--- src/rtl/wdt_pretimeout.sv ---
module wdt_pretimeout #(
  parameter int TICK_CYCLES = 3200000,
  parameter int CNT_W       = 16,
  parameter int PRE_TICKS   = 70,
  parameter int RST_CYCLES  = 16,
  parameter logic [7:0] STAT_ADDR  = 8'h6E,
  parameter logic [7:0] TIMER_ADDR = 8'h70,
  parameter logic [7:0] CTRL_ADDR  = 8'h72
) (
  input  logic        clk,
  input  logic        rst_n,
  input  logic [7:0]  bus_addr,
  input  logic        bus_wr,
  input  logic [15:0] bus_wdata,
  output logic [15:0] bus_rdata,
  output logic        nmi_req,
  output logic        sys_rst
);
  localparam int PS_W = $clog2(TICK_CYCLES + 1);
  localparam int RC_W = $clog2(RST_CYCLES + 1);

  logic [CNT_W-1:0] cnt;
  logic [7:0]       ctrl;
  logic             stat;
  logic [PS_W-1:0]  ps;
  logic [RC_W-1:0]  rcnt;

  wire tmr_wr = bus_wr && (bus_addr == TIMER_ADDR);
  wire ctl_wr = bus_wr && (bus_addr == CTRL_ADDR);
  wire st_wr  = bus_wr && (bus_addr == STAT_ADDR);
  wire en     = ctrl[0];
  wire tick   = en && (ps == PS_W'(TICK_CYCLES - 1));
  wire expire = en && (cnt == '0) && (rcnt == '0);
  wire pre_hit = tick && ctrl[2] && (cnt == CNT_W'(PRE_TICKS + 1));

  always_ff @(posedge clk or negedge rst_n) begin
    if (!rst_n) ps <= '0;
    else if (!en || tmr_wr || tick) ps <= '0;
    else ps <= ps + 1'b1;
  end

  always_ff @(posedge clk or negedge rst_n) begin
    if (!rst_n) cnt <= '1;
    else if (tmr_wr) cnt <= bus_wdata[CNT_W-1:0];
    else if (tick && cnt != '0) cnt <= cnt - 1'b1;
  end

  always_ff @(posedge clk or negedge rst_n) begin
    if (!rst_n) stat <= 1'b0;
    else if (pre_hit) stat <= 1'b1;
    else if (st_wr && bus_wdata[1]) stat <= 1'b0;
  end

  always_ff @(posedge clk or negedge rst_n) begin
    if (!rst_n) begin
      ctrl <= '0;
    end else begin
      if (ctl_wr) ctrl <= bus_wdata[7:0];
      if (rcnt == RC_W'(1)) ctrl[0] <= 1'b0;
    end
  end

  always_ff @(posedge clk or negedge rst_n) begin
    if (!rst_n) rcnt <= '0;
    else if (expire) rcnt <= RC_W'(RST_CYCLES);
    else if (rcnt != '0) rcnt <= rcnt - 1'b1;
  end

  assign sys_rst = (rcnt != '0);
  assign nmi_req = stat;

  always_comb begin
    case (bus_addr)
      TIMER_ADDR: bus_rdata = 16'(cnt);
      CTRL_ADDR:  bus_rdata = {8'h00, ctrl};
      STAT_ADDR:  bus_rdata = {14'h0, stat, 1'b0};
      default:    bus_rdata = 16'h0000;
    endcase
  end
endmodule


--- config.mk ---
export PLATFORM = sky130hd
export DESIGN_NAME = wdt_pretimeout
export DESIGN_NICKNAME = d
export VERILOG_FILES = /design/src/rtl/wdt_pretimeout.sv
export SDC_FILE = /design/constraint.sdc
export NUM_CORES = 1
export LEC_CHECK = 0
export BUFFER_PORTS_ARGS = -buffer_cell sky130_fd_sc_hd__buf_4
export CAP_MARGIN = 20
export CORE_AREA = 2 2 69 119
export CTS_CLUSTER_DIAMETER = 200
export DETAILED_ROUTE_END_ITERATION = 8
export DIE_AREA = 0 0 71 121
export HOLD_SLACK_MARGIN = 0.02
export RECOVER_POWER = 100
export SLEW_MARGIN = 20
export SYNTH_ARGS = -nofsm -noshare
export SYNTH_HDL_FRONTEND = slang
export SYNTH_SLANG_ARGS = --single-unit
--- constraint.sdc ---
create_clock -name clk -period 3.7 [get_ports clk]
set_input_delay 0.37 -clock clk [delete_from_list [all_inputs] [get_ports clk]]
set_output_delay 0.37 -clock clk [all_outputs]
set_load 0.005 [all_outputs]
Word-level counts from Yosys, hierarchy flattened
Index checks and enable logic that the tools add are counted.
Word-level totals
  output and inout bits: 18
  register bits: 52
  input bits: 27
Operators by class
  equality and inequality tests: 6
  add/sub/neg operators: 3
  muxes and demuxes: 10
  reduce and logical (&&, ||, !) cells: 21
Operator list (count)
  16-bit one-hot mux with 3 select lines: 1
  16-bit 2-to-1 mux: 2
  8-bit by 7-bit == test with 1-bit output, second input constant: 3
  22-bit by 1-bit adder with 22-bit output, second input constant: 1
  22-bit == test, second input constant: 1
  22-bit 2-to-1 mux: 1
  16-bit by 7-bit == test with 1-bit output, second input constant: 1
  16-bit logical NOT: 1
  16-bit nonzero test: 1
  16-bit by 1-bit subtractor with 16-bit output, second input constant: 1
  1-bit logical AND: 10
  5-bit 2-to-1 mux: 2
  2-bit nonzero test: 4
  5-bit by 1-bit == test with 1-bit output, second input constant: 1
  5-bit logical NOT: 1
  5-bit nonzero test: 1
  5-bit by 1-bit subtractor with 5-bit output, second input constant: 1
  1-bit 2-to-1 mux: 4
  1-bit logical OR: 2
  1-bit logical NOT: 1

Logic depth before layout (Yosys ltp)
  word-level depth: 5
  depth in mapped cells: 9
  mapped depth without buffers: 7

Least setup slack after synthesis
OpenSTA, ideal clock, no wires.
  path type: register to register
  from: register ps[0]
  to: register cnt[11]
  path slack: 1.479 ns
  cell stages (with the launch flop): 9
  clock period less this slack: 2.221 ns
  data required time: 3.623 ns
  setup time: 0.077 ns
  buffers on the path: 2
  arrival: 2.144 ns
  cell sequence: dfrtp_1 > ha_1 > nand2_1 > or3_1 > buf_2 > or2_1 > buf_6 > or4_1 > a31oi_1
Between the ends
  word-level cells in the longest chain between the ends: 4
Ends and longest elaborated chain
  from (decl): RTL line 25  | logic [PS_W-1:0] ps;
  from (signal assigned): RTL line 39  | else ps <= ps + 1'b1;
  22-bit == test: RTL line 32  | wire tick = en && (ps == PS_W'(TICK_CYCLES - 1));
  1-bit logical AND: RTL line 32
  1-bit logical AND: RTL line 45  | else if (tick && cnt != '0) cnt <= cnt - 1'b1;
  2-bit nonzero test (no source line)
  to (signal assigned): RTL line 44  | else if (tmr_wr) cnt <= bus_wdata[CNT_W-1:0];
  to (signal assigned): RTL line 45
  to (decl): RTL line 22  | logic [CNT_W-1:0] cnt;
Every way passes these cells.
A chain may end at the register's enable or synchronous reset.

Final worst setup path
  from: register cnt[0]
  to: register cnt[14]
Between the ends
  word-level cells in the longest chain between the ends: 3
  elaborated cells between the ends (all ways): 6
Ends and longest elaborated chain (RTL line)
  16-bit by 1-bit subtractor with 16-bit output or 16-bit nonzero test (tied branches): 45
  16-bit 2-to-1 mux or 1-bit logical AND (tied branches): 45
  16-bit 2-to-1 mux or 2-bit nonzero test (tied branches)
Several ways; a longest one is shown, not always the timed one. The select of a mux whose other input is x is not followed.

==> results.cfg <==
[status]
status = complete, but fails checks
violations = capacitance limit, slew limit

[route]
drc = 0
drt-total-wl_mm = 6.80
drt_first_pass_iters = 4
drtAntennaViolNets = 0
drtIter0Drc = 117
viasPerCell = 5.53
vias = 2423
avgRoutedWirePerCell_um = 15.5

[grt]
grt-ovfl-total = 0
grt_max_degree = 53
grt_usage_pct = 17.1
antenna_found_initial = 0
first_global_vias = 2453
grt_pass1_wl_mm = 11.6

[layout]
final_cell_mix = 38 x nor2_1, 36 x dfrtp_1, 32 x buf_4, 23 x nand2_1
drive_gt1_share_pct = 22.3
syn_to_final_growth_pct = 17.5
finish.utilization_pct = 45.6
final_common_cell = nor2_1
fillers = 770
antenna_cells = 0
final_cell_area_um2 = 3480
nets = 382

[placement]
gp_congestion = 0.823
portBuffers = 44
hpwl_mm = 5.03
pre_cts_slack_ns = 1.03
placed_cell_area_um2 = 3350

[floorplan]
rows = 42
coreArea_um2 = 7620
die_width_um = 71
initial_utilization_pct = 38.9
ios = 45
die_y_um = 121
dieArea_um2 = 8590

[worst_setup_path]
r2r_start = cnt[0]$_DFFE_PN1P_
crit_path_end = cnt[14]$_DFFE_PN1P_
critPathLaunch = cnt[0]$_DFFE_PN1P_
cp-end-kind = register
cpPeakStageDelay_ns = 1.43
worstRegToRegCells = 6
critical_path_class = register to register
crit_path_top_delay_cell = a2111oi_1
reg2reg_slack_ns = 0.62
cp_max_fo = 8
crit_required_ns = 3.93
r2r_end = cnt[14]$_DFFE_PN1P_
path_cells = inv_1 -> ha_1 -> and4b_1 -> a2111oi_1 -> mux2_2 -> nand3_1
arrival_ns = 3.31
start_kind = register

[flow_run]
maxCapViolCount = 2

[cts]
clkLatencyLatePin_ns = 0.29
postCtsSetupBuffers = 0
cts_buffers = 5
post_cts_resized = 0
cts_max_level = 2
tritoncts = yes
root_buffer = clkbuf_16
clk_path_buf_depth = 2
clock_sinks = 52
clkTransAtPathRegs_ns = 0.07
cts_hold_buf = 0

[yosys]
synth_top_area_cell = dfrtp_1
synthTopCellsByArea = dfrtp_1 30%, dfstp_2 14%, nor2_1 4.8%, xor2_1 4.4%, mux2_2 3.4%
yosys.area.top_type_share_pct = 30.4
yosys_warnings = 0
async_reset_ff_share_pct = 100
synth_cell_types = 47
syn-cell-area_um2 = 2960
synth_flop_cell = dfrtp_1
ys_ff_latch = 52
syn_inst = 311
syn_nets = 344
synth-edff-count = 0
postSynthAreaPerCell_um2 = 9.52
ys_seq_area_share_pct = 44.6

[hold_path]
min_path_type = input pin to register

[sta]
worst_slack_ns = 0.624
hold_viol = 0
worst_pin_slew_ns = 2.80
relSlewSlack_pct = -86.8
finalCritPeriodShare_pct = 83.1
fin_tns_setup_ns = 0
fin_crit_ns = 3.08
rsz0062_at_grt = no
fmax_ghz = 0.325
slew_violations = 62
finalSetupViolCount = 0
finalClockSkew_ns = 0.00682

[power]
peakVddDrop_mv = 0.244
leakage_nw = 1.48
power_density_nw_per_um2 = 338
[per-layer routing]
metal	vias up	routed length, µm	global-route usage (%)
met3	9	177	2.74
met1	1188	2660	19.1
met4	0	155	7.08
met2	29	3810	31.7
met5	-	0	0
li1	1197	-	-
[Yosys cell counts (all sizes together), types with 3 or more instances]
library cell / instances
a21oi: 7
nor4: 5
nand2: 23
or3: 8
and3: 5
o31ai: 4
mux2i: 3
a31oi: 8
or4: 7
nor2: 38
ha: 6
or2: 6
nand4: 10
clkbuf: 12
xnor2: 7
o21ai: 11
mux2: 9
nor3: 6
inv: 10
a22o: 7
dfstp: 16
o211ai: 5
dfrtp: 36
nand3: 14
xor2: 15
and2: 10
[how the worst min path moves through the flow]
| stage | start | end | slack [ns] | cells after the start |
|---|---|---|---|---|
| 2_1_floorplan | rst_n | ctrl[0]$_DFFE_PN0P_ | 0.07 | 0 |
| 3_3_place_gp | rst_n | ps[14]$_DFF_PN0_ | 0.45 | 1 |
| 3_5_place_dp | rst_n | ps[14]$_DFF_PN0_ | 0.45 | 1 |
| 4_1_cts | rst_n | ps[14]$_DFF_PN0_ | 0.13 | 1 |
| 5_1_grt | bus_wdata[13] | cnt[13]$_DFFE_PN1P_ | 0.30 | 3 |
| 6_report | bus_wdata[13] | cnt[13]$_DFFE_PN1P_ | 0.28 | 3 |
[cell families after synthesis]
| kind of cell | share of synthesized area [%] |
|---|---|
| DFF | 44.6 |
| muxes | 4.44 |
| adders and majority gates | 2.54 |
| and+or+nand+nor | 26.3 |
| buffers and inverters | 3.34 |
| xor gates and xnor gates | 6.51 |
| AOI/OAI and AO/OA | 12.3 |
[registers in the layout, indices dropped and copies added (netlist names)]
name and flops:
cnt 16, ctrl 8, nmi_req 1, ps 22, rcnt 5
[critical path: cells and delay by family, from the launching register on]
| family | cells | cell delay (ns) |
|---|---|---|
| simple gates | 2 | 0.31 |
| fa+ha+maj | 1 | 0.19 |
| mux | 1 | 0.44 |
| compound gates | 1 | 1.43 |
| flops | 1 | 0.57 |
| buf+inv | 1 | 0.07 |
[metrics by stage]
| step | power (mW) | cells | hold slack, ns |
|---|---|---|---|
| 2_1_floorplan | 0.621 | 311 | 0.0744 |
| 4_1_cts | 1.19 | 438 | 0.132 |
| 5_1_grt | 1.22 | 438 | 0.297 |
| 3_5_place_dp | 0.665 | 430 | 0.451 |
| 6_report | 1.18 | 438 | 0.282 |
| 3_3_place_gp | 0.664 | 430 | 0.449 |
[power by group]
part	switching, mW	internal (mW)
combinational	0.0291	0.0287
clock	0.204	0.320
sequential	0.0115	0.583
[area by class of cell]
class / instances / area [µm²] / area share (%)
inverters: 10 / 37.5 / 1.08
clock buffers: 7 / 133 / 3.81
well taps: 88 / 110 / 3.17
multi-input cells: 235 / 1520 / 43.6
clock inverters: 1 / 30.0 / 0.864
repair buffers: 45 / 330 / 9.50
flip-flops and latches: 52 / 1320 / 38.0
No activity file was read; power rests on OpenSTA's default activity.
